==> config.mk <==
export PLATFORM = sky130hd
export DESIGN_NAME = pll_pdn_seq
export DESIGN_NICKNAME = d
export VERILOG_FILES = /design/src/rtl/pdseq_pkg.sv /design/src/rtl/pdseq_sync.sv /design/src/rtl/pdseq_apu.sv /design/src/rtl/pdseq_fsm.sv /design/src/rtl/pll_pdn_seq.sv
export SDC_FILE = /design/constraint.sdc
export NUM_CORES = 1
export LEC_CHECK = 0
export ABC_CLOCK_PERIOD_IN_PS = 1990
export BUFFER_PORTS_ARGS = -buffer_cell sky130_fd_sc_hd__buf_4
export CORE_AREA = 2 2 46 65
export DETAILED_ROUTE_END_ITERATION = 10
export DIE_AREA = 0 0 48 67
export PLACE_DENSITY = 0.76
export SLEW_MARGIN = 30
export SYNTH_ARGS = -nofsm -noshare
export SYNTH_HDL_FRONTEND = slang
export SYNTH_SLANG_ARGS = --single-unit
==> constraint.sdc <==
create_clock -name clk -period 1.99 [get_ports clk]
set_input_delay 0 -clock clk [delete_from_list [all_inputs] [get_ports clk]]
set_output_delay 0 -clock clk [all_outputs]
set_load 0.02 [all_outputs]
==> src/rtl/pdseq_pkg.sv <==
package pdseq_pkg;

    typedef enum logic [2:0] {
        ST_RUN  = 3'd0,
        ST_HIZ  = 3'd1,
        ST_WAIT = 3'd2,
        ST_DOWN = 3'd3,
        ST_WAKE = 3'd4
    } pd_state_e;

    typedef enum logic [1:0] {
        RQ_RUN   = 2'd0,
        RQ_HIZ   = 2'd1,
        RQ_SYNC  = 2'd2,
        RQ_ASYNC = 2'd3
    } pd_req_e;

    typedef struct packed {
        logic loop_pd;
        logic cp_en;
        logic cp_hiz;
    } pd_out_t;

    // Priority: pin, then auto-power-up override, then register bits.
    function automatic pd_req_e decode_req(input logic en, input logic ovr,
                                           input logic pd, input logic hiz);
        pd_req_e r;
        if (!en)          r = RQ_ASYNC;
        else if (ovr)     r = RQ_RUN;
        else if (!pd)     r = hiz ? RQ_HIZ : RQ_RUN;
        else              r = hiz ? RQ_ASYNC : RQ_SYNC;
        return r;
    endfunction

    function automatic pd_out_t state_outputs(input pd_state_e s);
        pd_out_t o;
        case (s)
            ST_RUN:  o = '{loop_pd: 1'b0, cp_en: 1'b1, cp_hiz: 1'b0};
            ST_HIZ:  o = '{loop_pd: 1'b0, cp_en: 1'b0, cp_hiz: 1'b1};
            ST_WAIT: o = '{loop_pd: 1'b0, cp_en: 1'b0, cp_hiz: 1'b0};
            ST_WAKE: o = '{loop_pd: 1'b0, cp_en: 1'b0, cp_hiz: 1'b1};
            default: o = '{loop_pd: 1'b1, cp_en: 1'b0, cp_hiz: 1'b1};
        endcase
        return o;
    endfunction

endpackage

==> src/rtl/pdseq_sync.sv <==
module pdseq_sync #(
    parameter int STAGES = 2
) (
    input  logic clk,
    input  logic rst,
    input  logic d,
    output logic q
);
    logic [STAGES-1:0] sh;

    always_ff @(posedge clk) begin
        if (rst) sh <= '0;
        else     sh <= {sh[STAGES-2:0], d};
    end

    assign q = sh[STAGES-1];
endmodule

==> src/rtl/pdseq_apu.sv <==
module pdseq_apu #(
    parameter int APU_W = 2
) (
    input  logic             clk,
    input  logic             rst,
    input  logic             en_sync,
    input  logic [APU_W-1:0] apu_mode,
    input  logic             fb_wr,
    input  logic             cfg_wr,
    input  logic             pd_bit,
    output logic             ovr_eff
);
    logic ovr_q;
    logic set_ev;
    logic clr_ev;

    assign set_ev  = en_sync && (|apu_mode) && fb_wr;
    assign clr_ev  = cfg_wr && pd_bit;
    // A divider write wins over a same-cycle clear.
    assign ovr_eff = set_ev || (ovr_q && !clr_ev);

    always_ff @(posedge clk) begin
        if (rst) ovr_q <= 1'b0;
        else     ovr_q <= en_sync && ovr_eff;
    end
endmodule

==> src/rtl/pdseq_fsm.sv <==
module pdseq_fsm
    import pdseq_pkg::*;
#(
    parameter int TMO_W = 16
) (
    input  logic             clk,
    input  logic             rst,
    input  pd_req_e          req,
    input  logic             cp_busy,
    input  logic [TMO_W-1:0] tmo_lim,
    output pd_state_e        st,
    output logic [TMO_W-1:0] wcnt
);
    pd_state_e        nxt;
    logic [TMO_W-1:0] cnt_d;

    always_comb begin
        nxt   = st;
        cnt_d = wcnt;
        case (req)
            RQ_ASYNC: nxt = ST_DOWN;
            RQ_SYNC: begin
                case (st)
                    ST_RUN, ST_HIZ: begin
                        nxt   = ST_WAIT;
                        cnt_d = '0;
                    end
                    ST_WAIT: begin
                        if (!cp_busy || wcnt == tmo_lim) nxt = ST_DOWN;
                        else                             cnt_d = wcnt + 1'b1;
                    end
                    default: nxt = ST_DOWN;
                endcase
            end
            default: begin
                if (st == ST_DOWN)     nxt = ST_WAKE;
                else if (req == RQ_HIZ) nxt = ST_HIZ;
                else                   nxt = ST_RUN;
            end
        endcase
    end

    always_ff @(posedge clk) begin
        if (rst) begin
            st   <= ST_DOWN;
            wcnt <= '0;
        end else begin
            st   <= nxt;
            wcnt <= cnt_d;
        end
    end
endmodule

==> src/rtl/pll_pdn_seq.sv <==
module pll_pdn_seq
    import pdseq_pkg::*;
#(
    parameter int SYNC_STAGES = 2,
    parameter int APU_W       = 2,
    parameter int TMO_W       = 16
) (
    input  logic             clk,
    input  logic             rst,
    input  logic             en_pin,
    input  logic             pd_bit,
    input  logic             hiz_bit,
    input  logic [APU_W-1:0] apu_mode,
    input  logic             cfg_wr,
    input  logic             fb_wr,
    input  logic             cp_busy,
    input  logic [TMO_W-1:0] tmo_lim,
    output logic             loop_pd,
    output logic             cp_en,
    output logic             cp_hiz
);
    logic             en_sync;
    logic             ovr_eff;
    pd_req_e          req;
    pd_state_e        st;
    logic [TMO_W-1:0] wcnt;
    pd_out_t          outs;

    pdseq_sync #(.STAGES(SYNC_STAGES)) u_sync (
        .clk (clk),
        .rst (rst),
        .d   (en_pin),
        .q   (en_sync)
    );

    pdseq_apu #(.APU_W(APU_W)) u_apu (
        .clk      (clk),
        .rst      (rst),
        .en_sync  (en_sync),
        .apu_mode (apu_mode),
        .fb_wr    (fb_wr),
        .cfg_wr   (cfg_wr),
        .pd_bit   (pd_bit),
        .ovr_eff  (ovr_eff)
    );

    assign req = decode_req(en_sync, ovr_eff, pd_bit, hiz_bit);

    pdseq_fsm #(.TMO_W(TMO_W)) u_fsm (
        .clk     (clk),
        .rst     (rst),
        .req     (req),
        .cp_busy (cp_busy),
        .tmo_lim (tmo_lim),
        .st      (st),
        .wcnt    (wcnt)
    );

    assign outs    = state_outputs(st);
    assign loop_pd = outs.loop_pd;
    assign cp_en   = outs.cp_en;
    assign cp_hiz  = outs.cp_hiz;
endmodule

After elaboration in Yosys (flattened, before gate mapping). Index checks and enable logic that the tools add are counted.

Register bits after elaboration: 22. Latch bits: 0. Bits in writable memories: 0. Bits in read-only memories: 0. Input bits: 26. Logic and storage cells: 43. Memories kept: 0.

$add $sub $neg: 1. $mul: 0. Div/mod/pow operators: 0. Magnitude comparators: 0. Equal/unequal tests: 10. Shift operators: 0. Multiplexer cells: 13. Bitwise gates (word level): 0. Reduce and logical (&&, ||, !) cells: 15.

Operator list (count): case mux 16 bit (2 select lines) (1); adder 16 x 1 -> 16 bit, second input constant (1); == test 16 bit (1); 2-to-1 mux 16 bit (1); case mux 3 bit (2 select lines) (2); case mux 3 bit (3 select lines) (1); == test 3 x 2 -> 1 bit, second input constant (2); 2-to-1 mux 2 bit (3); 2-to-1 mux 3 bit (2); OR reduction 2 bit (3); logical AND 1 bit (5); == test 2 bit, second input constant (2); == test 3 x 1 -> 1 bit, second input constant (1); == test 3 bit, second input constant (1); zero test 3 bit (1); 2-to-1 mux 1 bit (3); inequality test 3 x 2 -> 1 bit, second input constant (1); AND reduction 3 bit (1); == test 2 x 1 -> 1 bit, second input constant (1); zero test 1 bit (2); logical OR 1 bit (2); inequality test 2 bit, second input constant (1); nonzero test 2 bit (1).

Longest topological paths before layout. Gate-level depths: netlist of run 1.

Depth in word-level cells: 10. Depth in mapped cells: 8. Depth with buffers taken out: 6.

By module. Synthesis of run 1 repeated with hierarchy kept, for this count alone.

Cells, all modules: 168. Area total of the unflattened synthesis: 1398.8 sq um.

By module, submodules not included: pdseq_fsm (instances 1, cells an instance 151, area each 1244.9 sq um, sequential area each 380.4 sq um); pdseq_apu (instances 1, cells an instance 6, area each 61.3 sq um, sequential area each 20.0 sq um); pdseq_sync (instances 1, cells an instance 4, area each 52.6 sq um, sequential area each 40.0 sq um); pll_pdn_seq (instances 1, cells an instance 7, area each 40.0 sq um, sequential area each 0.0 sq um).

Worst setup path before layout of run 1. No wires, ideal clock.

Path kind: register to register. Start point: reg u_fsm.wcnt[10]. End point: reg u_fsm.wcnt[11]. Arrival time: 1515 ps. Data required time: 1871 ps. Slack: 355 ps. Stages on the path, launching flop included: 8. Period minus slack after synthesis: 1635 ps. Cells stage by stage: dfxtp_1 -> xnor2_1 -> nand4_1 -> nor4_2 -> buf_2 -> buf_4 -> nor4_1 -> o21bai_1.

Word-level cells in the longest chain between the ends: 4. Elaborated cells between the ends (all ways): 7.

Ends and longest elaborated chain: from (decl) (RTL line pdseq_fsm.sv:12) `output logic [TMO_W-1:0] wcnt`; from (signal assigned) (RTL line pdseq_fsm.sv:49) `wcnt <= cnt_d;`; branches (longest 4 deep; another with adder 16 x 1 -> 16 bit).

Several ways; the timed one is not identified. The select of a mux whose other input is x is not followed. A chain may end at the register's enable or synchronous reset.

Worst setup path after layout of run 1.
Start point: reg u_sync.sh[1]. End point: reg u_fsm.wcnt[9].

Word-level cells in the longest chain between the ends: 7.

Ends and longest elaborated chain: from (decl) (RTL line pdseq_sync.sv:9) `logic [STAGES-1:0] sh;`; from (signal assigned) (RTL line pdseq_sync.sv:13) `else sh <= {sh[STAGES-2:0], d};`; logical AND 1 bit (2 in a row) (RTL line pdseq_apu.sv:17) `assign set_ev = en_sync && (|apu_mode) && fb_wr;`; logical OR 1 bit (RTL line pdseq_apu.sv:20) `assign ovr_eff = set_ev || (ovr_q && !clr_ev);`; 2-to-1 mux 2 bit (RTL line pdseq_pkg.sv:29) `else if (ovr) r = RQ_RUN;`; 2-to-1 mux 2 bit * (RTL line pdseq_pkg.sv:28) `if (!en) r = RQ_ASYNC;`; == test 2 bit * (RTL line pdseq_fsm.sv:20) `case (req)`; AND reduction 3 bit (no line) *.

Mark *: on every way between the ends. The rest lies on a longest branch, timed or not.

==> flow_summary.toml, run 1 <==
[setup_path]
cp-startpoint = "u_sync.sh[1]"
worstPathArrival_ns = 2.06
cp_max_fo = 23
cp-start-kind = "flip-flop"
worstSetupPathType = "flip-flop to flip-flop"
rrSetupSlack_ns = 0.17
rr_startpoint = "u_sync.sh[1]"
rr_worst_depth = 5
crit_required_ns = 2.24
crit_end = "u_fsm.wcnt[9]"
r2r-end = "u_fsm.wcnt[9]"
cp-end-kind = "flip-flop"

[placement]
dp_hpwl_um = 2490
dp_slack_ns = 0.128
io_buffers = 28
gp_congestion = 0.889

[cts]
cts_tree = "done"
cts.sinks = 22
cts_made_buffers = 3
clk_latency_ns = 0.31
post_cts_buffers = 0
cts_root_buffer = "clkbuf_4"
ctsHtreeMaxLevel = 1
clock_path_buffers = 2
clkTransAtPathRegs_ns = 0.13

[timing]
fin_crit_sh_pct = 91.2
rsz0062_at_grt = "no"
skew_ns = 0.00866
drv_slew = 0
finalSetupViolCount = 0
fin_tns_setup_ns = 0
fin_crit_ns = 1.82
final.setup.worst_slack_ns = 0.174
slew_headroom_pct = 66.6
fmax_ghz = 0.551
worst_pin_slew_ns = 0.501
hold_violations = 0

[global_route]
grt_pass1_wl_um = 5200
overflow = 0
grt_max_degree = 32
grtUsageTotal_pct = 22.4
antenna_found_initial = 0
grt_pass1_vias = 1268

[route]
dr_total_vias = 1362
firstDrtPassIters = 4
drt_iter0_markers = 40
viasPerCell = 6.00
ant_nets = 0
wire_per_inst_um = 14.4
drcViolationCount = 0
drt_wl_total_um = 3280

[synth]
ys_ff_latch = 22
synth-edff-count = 0
synthArstFlopShare_pct = 0
synth_nets = 191
synthesis.area_um2 = 1360
yosysWarnings = 0
yosysUniqueCellTypes = 39
ys_seq_area_share_pct = 32.5
yosys_most_used_dff = "dfxtp_1"
syn-instance-count = 164
syn_avg_cell_area_um2 = 8.26

[floorplanning]
initial_core_util_pct = 51.8
design.core.area_um2 = 2620
rows = 22
ios = 29
die_x_um = 48
die_area_um2 = 3220
die_height_um = 67

[outcome]
status = "completed"

[layout]
mostFrequentLayoutCells = "buf_4, dfxtp_1, xnor2_1"
nNetsFinal = 219
diodes = 0
final_common_cell = "buf_4"
layout-drive-gt1-share_pct = 23.0
area_growth_syn_to_layout_pct = 23.5
fillers = 230

[power]
p_leak_uw = 0.000558
p_per_area_nw_per_um2 = 473
peakVddDrop_mv = 0.346

[job]
maxCapViolCount = 0

[worst_hold_path]
hold_class = "input pin to flip-flop"
whs_path_depth = 3
[final cells by class]
| cell class | count | area, µm² | share of cell area [%] |
|---|---|---|---|
| sequential | 22 | 440 | 26.3 |
| clock buffer | 4 | 36.3 | 2.17 |
| timing repair buffer | 34 | 275 | 16.5 |
| multi-input combinational | 129 | 868 | 51.9 |
| tap | 36 | 45.0 | 2.69 |
| inverter | 2 | 7.51 | 0.449 |
[state kept, by name, indices dropped and copies added, names as in the netlist]
register and count:
u_apu.ovr_q 1, u_sync.sh 2, u_fsm.wcnt 16, u_fsm.st 3
[report_power, final]
| group | total [µW] | leakage [µW] | internal (µW) | switching (µW) |
|---|---|---|---|---|
| combinational | 92.1 | 0.000359 | 57.0 | 35.1 |
| sequential | 446 | 0.000178 | 443 | 2.97 |
| clock | 252 | 0.0000210 | 112 | 141 |
| total | 791 | 0.000558 | 612 | 179 |
[stage by stage]
step	total power [µW]	cell area (µm²)	utilization [%]	hold slack [ns]	std cells
floorplan	492	1360	-	0.128	164
global placement	540	1600	61.0	0.217	220
detailed placement	544	1600	61.0	0.220	220
CTS	795	1660	63.5	0.0168	227
global route	830	1670	64.0	0.0148	227
finish	791	1670	64.0	0.0188	227
[cell usage after synthesis (5+ instances only)]
cell,number,area (µm²)
a21oi_1,13,65.1
or4_1,10,75.1
dfxtp_1,22,440
nor3_1,8,40.0
buf_2,5,25.0
nor2_1,5,18.8
xnor2_1,16,140
o31ai_1,9,67.6
nand2_1,11,41.3
nand3_1,10,50.1
nand4_1,9,56.3
[worst min-delay path by stage]
stage	slack, ns	endpoint	startpoint
2_1_floorplan	0.13	u_sync.sh[0]	en_pin
3_3_place_gp	0.22	u_sync.sh[0]	en_pin
3_5_place_dp	0.22	u_sync.sh[0]	en_pin
4_1_cts	0.02	u_fsm.st[1]	pd_bit
5_1_grt	0.01	u_fsm.st[1]	pd_bit
6_report	0.02	u_fsm.st[1]	pd_bit
[logic make-up (layout without fill, tap and decap cells)]
logic type,count (synthesis),in the layout,share of synthesized area [%]
DFF,22,22,32.5
AOI/OAI and AO/OA,38,38,18.4
buffers and inverters,13,40,4.89
xor gates and xnor gates,16,16,10.3
and+or+nand+nor,74,74,33.0
adders and majority gates,1,1,0.923
[per-layer routing]
metal  GRT usage [%]  vias to the layer above  wire [µm]
li1                -                      675          -
met1            23.3                      635       1320
met2            41.3                       44       1760
met3            2.44                        8        124
met4            10.5                        0         65
met5               0                        -          0
[worst max-delay path, stage by stage, from the launching register on]
cell     delay, ns
dfxtp_1       0.39
nor2b_1       0.14
and4_1        0.37
nand2_4       0.20
or4_1         0.50
a21oi_1       0.15
[what timing repair did]
item | 4_1_cts | 5_1_grt
resized for setup | 0 | 2
endpoints found under the hold margin | 6 | 0
hold buffers | 3 | 0
endpoints found under the setup margin | 0 | 9
(Power assumes the default switching activity.)
==> run 2, diff against run 1 <==
--- a/config.mk
+++ b/config.mk
@@ -7,11 +7,12 @@
 export LEC_CHECK = 0
 export ABC_CLOCK_PERIOD_IN_PS = 1990
 export BUFFER_PORTS_ARGS = -buffer_cell sky130_fd_sc_hd__buf_4
-export CORE_AREA = 2 2 46 65
+export CELL_PAD_IN_SITES_DETAIL_PLACEMENT = 2
+export CELL_PAD_IN_SITES_GLOBAL_PLACEMENT = 2
+export CORE_AREA = 2 2 59 84
 export DETAILED_ROUTE_END_ITERATION = 10
-export DIE_AREA = 0 0 48 67
-export PLACE_DENSITY = 0.76
-export SLEW_MARGIN = 30
+export DIE_AREA = 0 0 61 86
+export PLACE_DENSITY_LB_ADDON = 0.1
 export SYNTH_ARGS = -nofsm -noshare
 export SYNTH_HDL_FRONTEND = slang
 export SYNTH_SLANG_ARGS = --single-unit
==> run 2 against run 1 <==
  * Clock skew shrank 0.0021 ns
  * Non-clock buffer count grew 3
  * Largest power group unchanged
  * Clock-buffer cell count is 1 lower
  * Flip-flop and latch count unchanged
  * Worst hold slack better by 0.054 ns
  * Core utilization shrank 24 points
  * Clock power is 67% higher
  * Register-to-register slack worse by 0.02 ns
  * Routed wire length rose by 28%
  * Final cell count up 13%
==> flow_summary.toml, run 2 (synthesized netlist as in run 1, its figures left out) <==
[outcome]
status = "completed"

[timing]
fin_crit_sh_pct = 92.3
finalSetupViolCount = 0
worst_pin_slew_ns = 0.549
fin_tns_setup_ns = 0
skew_ns = 0.00654
fin_crit_ns = 1.84
drv_slew = 0
fmax_ghz = 0.545
rsz0062_at_grt = "no"
hold_violations = 0
slew_headroom_pct = 63.4

[floorplanning]
design.core.area_um2 = 4460
die_x_um = 61
initial_core_util_pct = 30.4
die_height_um = 86
die_area_um2 = 5250
rows = 29
ios = 29

[setup_path]
r2r-end = "u_fsm.wcnt[4]"
cp-start-kind = "flip-flop"
rrSetupSlack_ns = 0.15
crit_required_ns = 2.19
worstPathArrival_ns = 2.03
cp-end-kind = "flip-flop"
rr_worst_depth = 5
cp_max_fo = 23
rr_startpoint = "u_sync.sh[1]"
worstSetupPathType = "flip-flop to flip-flop"

[power]
p_sw_uw = 194
p_seq_share_pct = 46.3
p_per_area_nw_per_um2 = 546
p_comb_share_pct = 9.8
swShare_pct = 20.1
power.total_uw = 963
power_frac_clock_pct = 43.9
p_leak_uw = 0.000588
peakVddDrop_mv = 0.229
intPower_uw = 769

[cts]
clock_path_buffers = 2
clkTransAtPathRegs_ns = 0.09
cts_root_buffer = "clkbuf_8"
post_cts_buffers = 0
cts_made_buffers = 3
clk_latency_ns = 0.26
cts.sinks = 22
ctsHtreeMaxLevel = 1
cts_tree = "done"

[layout]
final_common_cell = "buf_4"
largest_register_ffs = 16
largest-register = "u_fsm.wcnt"
reg_top3 = "u_fsm.wcnt (16), u_fsm.st (3), u_sync.sh (2)"
design_area_um2 = 1760
area_growth_syn_to_layout_pct = 30.2
diodes = 0
mostFrequentLayoutCells = "buf_4, dfxtp_1, xnor2_1"
layout-drive-gt1-share_pct = 24.7
nNetsFinal = 222
fillers = 535

[route]
wire_per_inst_um = 16.3
drt_wl_total_um = 4180
drcViolationCount = 0
drt_iter0_markers = 42
ant_nets = 0
viasPerCell = 5.33
firstDrtPassIters = 4
dr_total_vias = 1365

[placement]
gp_congestion = 0.737
io_buffers = 28
dp_hpwl_um = 3240
post_dp_cell_area_um2 = 1650

[global_route]
grtUsageTotal_pct = 17.4
grt_pass1_vias = 1535
overflow = 0
antenna_found_initial = 0
grt_max_degree = 32
grt_pass1_wl_um = 6970

[worst_hold_path]
worstHoldStart = "pd_bit"
whs_path_depth = 3
hold_class = "input pin to flip-flop"
whs_endpoint = "u_fsm.st[1]"

[job]
maxCapViolCount = 0
[run 2: changes by cell type in the layout (fill, tap and decap cells not counted)]
cell / before / now
clkbuf_4: 3 / 0
bufinv_16: 0 / 1
clkbuf_8: 1 / 3
dfxtp_2: 0 / 1
buf_4: 30 / 33
dfxtp_1: 22 / 21
[run 2: power groups by stage]
stage,Sequential [µW],Clock [µW],Combinational (µW)
global placement,456,0,87.4
global route,447,459,103
floorplan,456,0,36.9
detailed placement,456,0,91.2
CTS,446,438,96.0
finish,446,422,94.4
[run 2: timing repair]
item	4_1_cts	5_1_grt
setup endpoints to repair	0	10
hold buffers	3	0
gates resized for setup	0	3
hold endpoints to repair	6	0
[run 2: final cells by class]
cell class              count  area [µm²]  area share (%)
well taps                  62        77.6            4.40
inverters                   2        7.51           0.426
repair buffers             37         298            16.9
flip-flops and latches     22         442            25.0
clock buffers               3        41.3            2.34
multi-input cells         129         868            49.2
clock inverters             1        30.0            1.70
[run 2: worst max-delay path, cell delays in order, from the launching register on]
cell and delay, ns:
dfxtp_1 0.37, nor2b_1 0.13, and4_1 0.37, nand2_4 0.22, or4_1 0.51, a21oi_1 0.16
[run 2: metal layers]
metal | global-route usage, % | part of all wire, % | up-vias
li1 | - | - | 675
met1 | 18.5 | 40 | 670
met2 | 34.3 | 58 | 18
met3 | 1.81 | 2.0 | 2
met4 | 4.55 | 0.55 | 0
met5 | 0 | 0 | -
[run 2: how the worst max path moves through the flow]
stage	depth (start not counted)	endpoint	startpoint	slack (ns)
after floorplan	7	u_fsm.wcnt[11]	u_fsm.wcnt[10]	0.36
after global placement	5	u_fsm.wcnt[15]	u_sync.sh[1]	0.16
after detailed placement	5	u_fsm.wcnt[4]	u_sync.sh[1]	0.05
after CTS	5	u_fsm.wcnt[4]	u_sync.sh[1]	0.03
after global routing	5	u_fsm.wcnt[4]	u_sync.sh[1]	0.006
final	5	u_fsm.wcnt[4]	u_sync.sh[1]	0.15
[run 2: stage by stage]
step	utilization [%]	hold slack (ns)	cells	setup slack, ns
floorplan	-	0.128	164	0.355
global route	39.5	0.0994	256	0.00579
finish	39.5	0.0730	256	0.154
CTS	39.2	0.0684	256	0.0250
detailed placement	37.0	0.219	249	0.0517
global placement	37.0	0.217	249	0.156
==> run 3, diff against run 2 <==
--- a/config.mk
+++ b/config.mk
@@ -5,13 +5,13 @@
 export SDC_FILE = /design/constraint.sdc
 export NUM_CORES = 1
 export LEC_CHECK = 0
-export ABC_CLOCK_PERIOD_IN_PS = 1990
+export ABC_CLOCK_PERIOD_IN_PS = 1620
 export BUFFER_PORTS_ARGS = -buffer_cell sky130_fd_sc_hd__buf_4
 export CELL_PAD_IN_SITES_DETAIL_PLACEMENT = 2
 export CELL_PAD_IN_SITES_GLOBAL_PLACEMENT = 2
-export CORE_AREA = 2 2 59 84
+export CORE_AREA = 2 2 62 88
 export DETAILED_ROUTE_END_ITERATION = 10
-export DIE_AREA = 0 0 61 86
+export DIE_AREA = 0 0 64 90
 export PLACE_DENSITY_LB_ADDON = 0.1
 export SYNTH_ARGS = -nofsm -noshare
 export SYNTH_HDL_FRONTEND = slang
==> constraint.sdc (replaced) <==
create_clock -name clk -period 1.62 [get_ports clk]
set_input_delay 0 -clock clk [delete_from_list [all_inputs] [get_ports clk]]
set_output_delay 0 -clock clk [all_outputs]
set_load 0.02 [all_outputs]
==> run 3 against run 2 <==
  * The run now ends with negative setup slack left
  * Critical path depth up 1
  * Register-to-register slack worse by 0.27 ns
  * Global-route usage up 0.93 points
  * First-iteration DRC count up 21%
  * Largest cell class unchanged
  * Highest routed layer unchanged
==> flow_summary.toml, run 3 (synthesized netlist as in run 1, its figures left out) <==
[outcome]
status = "finished with violations"
violations = "negative setup slack"

[worst_hold_path]
worstHoldStart = "pd_bit"
hold_class = "input pin to flip-flop"

[timing]
rsz0062_at_grt = "yes"
hold_violations = 0
skew_ns = 0.00361
fin_crit_ns = 1.73
fmax_ghz = 0.578
drv_slew = 0
worst_pin_slew_ns = 0.387
finalSetupViolCount = 16
fin_tns_setup_ns = -0.676
slew_headroom_pct = 74.1
final.setup.worst_slack_ns = -0.111
fin_crit_sh_pct = 107

[setup_path]
crit_required_ns = 1.82
rr_startpoint = "u_fsm.wcnt[5]"
cp-end-kind = "flip-flop"
cp_max_fo = 3
cp-start-kind = "flip-flop"
worstPathCellList = "buf_6 > nand4_1 > nor4_4 > nand4_1 > or4_1 > a21oi_1"
cp-startpoint = "u_fsm.wcnt[5]"
max_stage_delay_ns = 0.44
cp_slowest_cell = "or4_1"
worstPathArrival_ns = 1.93
cpMostUsedCell = "nand4_1"
path_buf_inv = 1
worstSetupPathType = "flip-flop to flip-flop"
crit_family = "simple AND/OR/NAND/NOR gates"

[cts]
clk_latency_ns = 0.27
cts.sinks = 22
cts_root_buffer = "clkbuf_8"
cts_tree = "done"
clock_path_buffers = 2
ctsHtreeMaxLevel = 1
cts_made_buffers = 3
clkTransAtPathRegs_ns = 0.08

[layout]
fin_cells = 286
fillers = 556
layout-drive-gt1-share_pct = 46.8
reg_top3 = "u_fsm.wcnt (16), u_fsm.st (3), u_sync.sh (2)"
area_growth_syn_to_layout_pct = 53.4
final_common_cell = "buf_4"
mostFrequentLayoutCells = "buf_4, xnor2_1, dfxtp_2"
largest-register = "u_fsm.wcnt"
diodes = 0
largest_register_ffs = 16
nNetsFinal = 249

[power]
p_sw_uw = 245
peakVddDrop_mv = 0.272
swShare_pct = 23.7
p_seq_share_pct = 52.9
power_frac_clock_pct = 34.3
p_comb_share_pct = 12.7
p_leak_uw = 0.000748
p_per_area_nw_per_um2 = 497
intPower_uw = 788

[route]
viasPerCell = 5.23
drt_iter0_markers = 51
dr_total_vias = 1495
firstDrtPassIters = 3
wire_per_inst_um = 17.7
drt_wl_total_um = 5060
ant_nets = 0
drcViolationCount = 0

[global_route]
use_met1_pct = 17.8
met3_usage_pct = 2.50
grt_pass1_vias = 1726
grt_max_degree = 32
grtUsageTotal_pct = 18.3
top_usage_layer = "met2"
grt_use_met2_pct = 38.2
grt_pass1_wl_um = 8320
overflow = 0
antenna_found_initial = 0

[placement]
gp_congestion = 0.713
io_buffers = 28
dp.cells = 275
dp_hpwl_um = 3860

[floorplanning]
design.core.area_um2 = 5000
ios = 29
die_x_um = 64
initial_core_util_pct = 27.1
die_height_um = 90
rows = 31
die_area_um2 = 5760

[job]
maxCapViolCount = 0
-- run 3: worst reg2reg max path: cells and delay by family, from the launching register on --
family | cells | cell delay (ns)
buffers and inverters | 1 | 0.09
flip-flops | 1 | 0.36
AO/OA/AOI/OAI | 1 | 0.15
AND/OR/NAND/NOR | 4 | 1.06
-- run 3: layout make-up --
class | instances | area, µm² | area share [%]
Multi-Input combinational cell | 129 | 980 | 47.1
Clock buffer | 3 | 41.3 | 1.99
Sequential cell | 22 | 455 | 21.9
Timing Repair Buffer | 64 | 512 | 24.6
Tap cell | 66 | 82.6 | 3.97
Inverter | 2 | 7.51 | 0.361
-- run 3: per-layer routing --
layer	up-vias	part of all wire, %
met4	0	2.0
met3	9	2.6
met1	729	35
met2	29	60
met5	-	0
li1	728	-
-- run 3: power groups by stage --
stage,clock network (µW),registers [µW],logic (µW)
floorplan,0,560,45.6
detailed placement,0,560,122
CTS,372,547,132
finish,355,547,132
global placement,0,559,116
global route,396,547,142
-- run 3: path summary, 6_finish.rpt --
| path | end | cells after the start | slack, ns |
|---|---|---|---|
| worst min register to register | u_sync.sh[1] | 1 | 0.45 |
| worst max register to register | u_fsm.wcnt[15] | 6 | -0.11 |
| worst min-delay path | u_fsm.st[1] | 3 | 0.09 |
| worst max-delay path | u_fsm.wcnt[15] | 6 | -0.11 |
-- run 3: repair_timing --
| action | in CTS | in global routing |
|---|---|---|
| hold endpoints to repair | 4 | 0 |
| pin swaps | 14 | 5 |
| setup buffers | 3 | 2 |
| setup endpoints to repair | 17 | 17 |
| gates resized for setup | 28 | 12 |
| hold buffers | 3 | 0 |
-- run 3: through the flow --
| step | power (µW) | worst slack (ns) | util, % | hold WS [ns] | cell area, µm² |
|---|---|---|---|---|---|
| 3_5_place_dp | 682 | -0.247 | 36.4 | 0.220 | 1820 |
| 2_1_floorplan | 605 | -0.00124 | - | 0.128 | 1370 |
| 5_1_grt | 1090 | -0.206 | 41.5 | 0.118 | 2080 |
| 4_1_cts | 1050 | -0.122 | 40.3 | 0.0934 | 2020 |
| 6_report | 1030 | -0.111 | 41.5 | 0.0899 | 2080 |
| 3_3_place_gp | 676 | -0.135 | 36.4 | 0.218 | 1820 |
